$ cat config.mk
export PLATFORM = sky130hd
export DESIGN_NAME = rca_alu
export DESIGN_NICKNAME = d
export VERILOG_FILES = /design/src/rtl/alu_pkg.sv /design/src/rtl/alu_arith.sv /design/src/rtl/alu_bitops.sv /design/src/rtl/alu_scan.sv /design/src/rtl/rca_alu.sv
export SDC_FILE = /design/constraint.sdc
export NUM_CORES = 1
export LEC_CHECK = 0
export CAP_MARGIN = 10
export CORE_MARGIN = 5
export CORE_UTILIZATION = 50
export DETAILED_ROUTE_END_ITERATION = 16
export DONT_BUFFER_PORTS = 1
export PLACE_DENSITY = 0.73
export SYNTH_ARGS = -nofsm -noshare
export SYNTH_HDL_FRONTEND = slang
export SYNTH_HIERARCHICAL = 1
export SYNTH_SLANG_ARGS = --single-unit
$ cat constraint.sdc
create_clock -name clk -period 4.6 [get_ports clk]
set_input_delay 0.23 -clock clk [delete_from_list [all_inputs] [get_ports clk]]
set_output_delay 0.23 -clock clk [all_outputs]
set_load 0.01 [all_outputs]
$ cat src/rtl/alu_pkg.sv
package alu_pkg;
    localparam int OPC_W = 5;

    typedef enum logic [OPC_W-1:0] {
        OP_ADD  = 5'd0,
        OP_ADC  = 5'd1,
        OP_SUB  = 5'd2,
        OP_SUC  = 5'd3,
        OP_RSB  = 5'd4,
        OP_RSC  = 5'd5,
        OP_LSL  = 5'd6,
        OP_LSR  = 5'd7,
        OP_AND  = 5'd8,
        OP_OR   = 5'd9,
        OP_XOR  = 5'd10,
        OP_NOT  = 5'd11,
        OP_MIN  = 5'd12,
        OP_MAX  = 5'd13,
        OP_CLR  = 5'd14,
        OP_SET  = 5'd15,
        OP_SCAN = 5'd16
    } alu_op_e;

    typedef enum logic {
        CY_CLEAR = 1'b0,
        CY_SET   = 1'b1
    } cy_state_e;

    function automatic logic is_arith(input logic [OPC_W-1:0] code);
        return code <= OP_RSC;
    endfunction
endpackage

$ cat src/rtl/alu_arith.sv
module alu_arith
    import alu_pkg::*;
#(
    parameter int W = 32
) (
    input  logic [OPC_W-1:0] op,
    input  logic [W-1:0]     a,
    input  logic [W-1:0]     b,
    input  logic             cin,
    output logic [W-1:0]     res,
    output logic             cout
);
    logic [W:0] ext_a;
    logic [W:0] ext_b;
    logic [W:0] ext_c;
    logic [W:0] full;

    assign ext_a = {1'b0, a};
    assign ext_b = {1'b0, b};
    assign ext_c = {{W{1'b0}}, cin};

    always_comb begin
        case (op)
            OP_ADD:  full = ext_a + ext_b;
            OP_ADC:  full = ext_a + ext_b + ext_c;
            OP_SUB:  full = ext_a - ext_b;
            OP_SUC:  full = ext_a - ext_b - ext_c;
            OP_RSB:  full = ext_b - ext_a;
            OP_RSC:  full = ext_b - ext_a - ext_c;
            default: full = '0;
        endcase
    end

    assign res  = full[W-1:0];
    assign cout = full[W];
endmodule

$ cat src/rtl/alu_bitops.sv
module alu_bitops
    import alu_pkg::*;
#(
    parameter int W = 32
) (
    input  logic [OPC_W-1:0] op,
    input  logic [W-1:0]     a,
    input  logic [W-1:0]     b,
    output logic [W-1:0]     res
);
    localparam int SH_W = $clog2(W);

    logic [SH_W-1:0] amt;
    logic [W-1:0]    onehot;

    assign amt    = b[SH_W-1:0];
    assign onehot = {{(W-1){1'b0}}, 1'b1} << amt;

    always_comb begin
        case (op)
            OP_LSL:  res = a << amt;
            OP_LSR:  res = a >> amt;
            OP_AND:  res = a & b;
            OP_OR:   res = a | b;
            OP_XOR:  res = a ^ b;
            OP_NOT:  res = ~a;
            OP_MIN:  res = (a < b) ? a : b;
            OP_MAX:  res = (a > b) ? a : b;
            OP_CLR:  res = a & ~onehot;
            OP_SET:  res = a | onehot;
            default: res = '0;
        endcase
    end
endmodule

$ cat src/rtl/alu_scan.sv
module alu_scan #(
    parameter int W    = 32,
    parameter int IX_W = $clog2(W + 1)
) (
    input  logic [W-1:0]    a,
    input  logic            want,
    output logic [IX_W-1:0] idx
);
    always_comb begin
        idx = IX_W'(W);
        for (int i = 0; i < W; i++) begin
            if (a[i] == want) idx = IX_W'(i);
        end
    end
endmodule

$ cat src/rtl/rca_alu.sv
module rca_alu
    import alu_pkg::*;
#(
    parameter int DATA_W = 32,
    parameter int IMM_W  = 8
) (
    input  logic              clk,
    input  logic              rst_n,
    input  logic              op_valid,
    input  logic [4:0]        op_code,
    input  logic              imm_sel,
    input  logic [DATA_W-1:0] src1,
    input  logic [DATA_W-1:0] src2,
    input  logic [IMM_W-1:0]  imm,
    output logic [DATA_W-1:0] result,
    output logic              carry_flag
);
    localparam int IX_W = $clog2(DATA_W + 1);

    logic [DATA_W-1:0] op2;
    logic [DATA_W-1:0] arith_res;
    logic [DATA_W-1:0] bit_res;
    logic [IX_W-1:0]   scan_idx;
    logic              arith_cout;
    cy_state_e         cy_q;
    cy_state_e         cy_d;

    assign op2 = imm_sel ? {{(DATA_W-IMM_W){1'b0}}, imm} : src2;

    alu_arith #(.W(DATA_W)) u_arith (
        .op(op_code), .a(src1), .b(op2), .cin(carry_flag),
        .res(arith_res), .cout(arith_cout)
    );

    alu_bitops #(.W(DATA_W)) u_bitops (
        .op(op_code), .a(src1), .b(op2), .res(bit_res)
    );

    alu_scan #(.W(DATA_W), .IX_W(IX_W)) u_scan (
        .a(src1), .want(op2[0]), .idx(scan_idx)
    );

    always_comb begin
        if (is_arith(op_code))
            result = arith_res;
        else if (op_code == OP_SCAN)
            result = {{(DATA_W-IX_W){1'b0}}, scan_idx};
        else
            result = bit_res;
    end

    // next-state logic of the carry state machine
    always_comb begin
        cy_d = cy_q;
        unique case (cy_q)
            CY_CLEAR: if (op_valid && is_arith(op_code) && arith_cout) cy_d = CY_SET;
            CY_SET:   if (op_valid && is_arith(op_code) && !arith_cout) cy_d = CY_CLEAR;
        endcase
    end

    // state register
    always_ff @(posedge clk or negedge rst_n) begin
        if (!rst_n) cy_q <= CY_CLEAR;
        else        cy_q <= cy_d;
    end

    // output decode
    always_comb begin
        unique case (cy_q)
            CY_CLEAR: carry_flag = 1'b0;
            CY_SET:   carry_flag = 1'b1;
        endcase
    end
endmodule

==> flow_summary.toml <==
[outcome]
status = "finished with violations"
violations = "negative setup slack"

[timing]
grt_setup_unrepaired = "yes"
clock_skew_ns = 0
number_of_setup_violations_in_the_final_report = 10
hold_viol = 0
post_route_fraction_of_the_period_consumed_by_the_critical_path = 1.05
timing.final.max_slew_violations = 0
achievable-frequency_mhz = 207
rel_slew_slack = 0.0992
max_slew.worst_pin.slew_ns = 1.34
layout_min_cycle_time_ns = 4.83
setup_ws_ns = -0.228

[synthesis]
count_of_warnings_emitted_by_yosys = 6
netlist-cell-type-count = 131
synth.net_count = 2795
synth.top_cell.area_share = 0.0948
syn_area_per_cell_sq_um = 6.81
synth_flop_cell = "dfrtp_1"
ys_async_sr_fraction = 1.00
synthesis.instances = 2578
synth_sequential_area_ratio = 0.00143
synth_area_sq_um = 17600
synth_common_cells = "nand2_1 (243), a21oi_1 (230), nor2_1 (222), inv_1 (147), ha_1 (133)"
flip_flop_and_latch_count_after_synthesis = 1
synthMostInstantiatedCell = "nand2_1"
synth-edff-count = 0
synth_top_area_cell = "ha_1"
post_synth_main_area_contributors = "ha_1 (9.5%), a21oi_1 (6.6%), mux4_2 (5.8%)"

[power_and_ir_drop]
p_leak_nw = 8.87
power_density_nw_per_um2 = 158
vdd_drop_max_v = 0.0000903
design_power_total_w = 0.00338

[placed_design]
place_congestion = 1.13
dpl.hpwl_um = 76300
pre_cts_ws_ns = -0.315
io_buffer_count = 0

[final_layout]
fillcell_total = 3237
final_layout_size_suffix_gt1_frac = 0.257
post-route-util = 0.619
finish.net_count = 3038
area.growth.synth_to_final_pct = 22.1

[floorplanning]
placement_row_count = 68
initial_standard_cell_utilization_of_the_core = 0.507
core_area_sq_um = 34600
overall_die_width_um = 197
floorplan.die.height_um = 197
io_pins = 114
design.die.area_sq_um = 39000

[global_routing]
grt_pass1_vias = 22400
grt_max_degree = 80
grt_first_pass_wirelength_um = 143000
antenna_found_initial = 3
grt.overflow.total = 0
gr-usage-all-layers = 0.476

[run]
drv_cap = 0

[worst_setup_path]
endpoint_kind = "output port"
arrival_ns = 4.60
worstSetupPathType = "primary input to output port"
r2r_slack_ns = 0.96
cp_data_required_time_ns = 4.37
critical_path.startpoint_type = "primary input"
rr_worst_depth = 15
critPathMaxFanout = 32

[min_path]
hold_class = "primary input to async pin"

[clock_tree]
clock_pin_slew_reported_for_the_worst_setup_and_hold_paths_after_clock_tree_synthesis_ns = 0
clkLatencyLatePin_ns = 0

[drt]
routed_wl_um = 99500
dr_total_vias = 24300
drt.antenna.violating_nets = 0
via_per_inst = 7.41
number_of_iterations_in_the_first_detailed_routing_pass = 8
drt-wirelength-per-cell_um = 30.4
route.detailed.drc = 0
drt-initial-drc-count = 4185
[cell usage in the layout, fill, tap and decap left out, types with 13 or more instances in the layout]
cell	Yosys	final
a22o_1	33	28
nand2b_1	15	15
nor4_1	29	25
ha_1	133	126
xor2_1	27	23
a211oi_1	37	32
and2_1	19	19
a31oi_1	26	25
or2_2	14	14
nand4_1	55	55
mux2i_1	54	52
and3_1	28	26
nor2b_1	55	55
o31ai_1	14	14
nor2_1	222	218
or3_1	23	23
o211ai_1	39	39
o2111ai_1	14	13
a22oi_1	20	20
mux2_2	28	25
a221oi_1	26	25
o21a_1	15	15
inv_1	147	144
nand3_1	71	67
xnor2_1	76	62
a21oi_1	230	222
xnor2_2	1	15
buf_4	10	423
mux4_2	45	45
o221ai_1	33	28
o21ai_0	125	119
o22ai_1	52	52
nor3_1	55	49
a221o_1	48	48
a21o_1	33	32
nand2_1	243	238
[worst max-delay path, cell delays in order]
cell	delay, ns
mux2_8	0.40
inv_4	0.08
ha_4	0.12
inv_2	0.03
fa_2	0.34
a21o_4	0.25
a221oi_4	0.23
buf_4	0.16
xnor2_2	0.11
nand4b_1	0.12
and4_4	0.20
or4_4	0.44
or4b_4	0.58
nor4b_4	0.33
buf_6	0.18
nand4_1	0.10
mux2i_1	0.18
o211ai_1	0.19
a22o_1	0.32
[where the power goes]
part / internal, W / total, W / leakage [nW] / switching, W
logic: 0.00141 / 0.00337 / 8.86 / 0.00195
registers: 0.0000102 / 0.0000113 / 0.0136 / 0.00000111
clock network: 0.0000000000596 / 0.0000000000597 / 0.0000127 / 0
[timing repair]
action	in CTS	in global routing
pin swaps	36	56
endpoints found under the hold margin	1	0
resized for setup	50	90
gates cloned	0	0
buffers inserted	14	12
hold buffers	1	0
endpoints found under the setup margin	17	21
[stage by stage]
stage | hold WS, ns | cells | area [sq um] | setup TNS [ns]
after floorplan | -0.0656 | 2578 | 17700 | 0
after global placement | -0.0656 | 3249 | 20600 | -1.72
after detailed placement | -0.0655 | 3249 | 20600 | -2.27
after CTS | 0.448 | 3264 | 20900 | -0.564
after global routing | 0.449 | 3275 | 21400 | -2.30
final | 0.447 | 3276 | 21400 | -1.06
[cell type report]
type | count | area (sq um) | area share
Multi-Input combinational cell | 2218 | 16700 | 0.780
Timing Repair Buffer | 445 | 3530 | 0.164
Inverter | 155 | 587 | 0.0274
Tap cell | 455 | 569 | 0.0265
Sequential cell | 1 | 25.0 | 0.00117
Antenna cell | 2 | 5.00 | 0.000233
[metal layers]
layer,up-vias,wire (um),track usage
met1,11300,35000,0.587
li1,10300,-,-
met3,520,12400,0.104
met2,2094,42600,0.736
met5,-,13,0
met4,2,9550,0.334
[worst max-delay path by stage]
stage,start,to,slack [ns],cells after the start
after global placement,imm_sel,flip-flop,-0.25,19
after floorplan,imm_sel,result[24],0.006,17
after detailed placement,imm_sel,flip-flop,-0.32,19
after global routing,imm_sel,result[30],-0.33,19
after CTS,imm_sel,result[20],-0.13,18
final,imm_sel,result[30],-0.23,19
[logic make-up after synthesis]
group	count (synthesis)	synth area share
AO/OA/AOI/OAI	911	0.367
flip-flops	1	0.00142
AND/OR/NAND/NOR	929	0.274
multiplexers	138	0.119
buffers and inverters	359	0.0888
adder cells (fa/ha/maj)	136	0.0982
XOR/XNOR	104	0.0523
No activity file was read; power rests on OpenSTA's default activity.
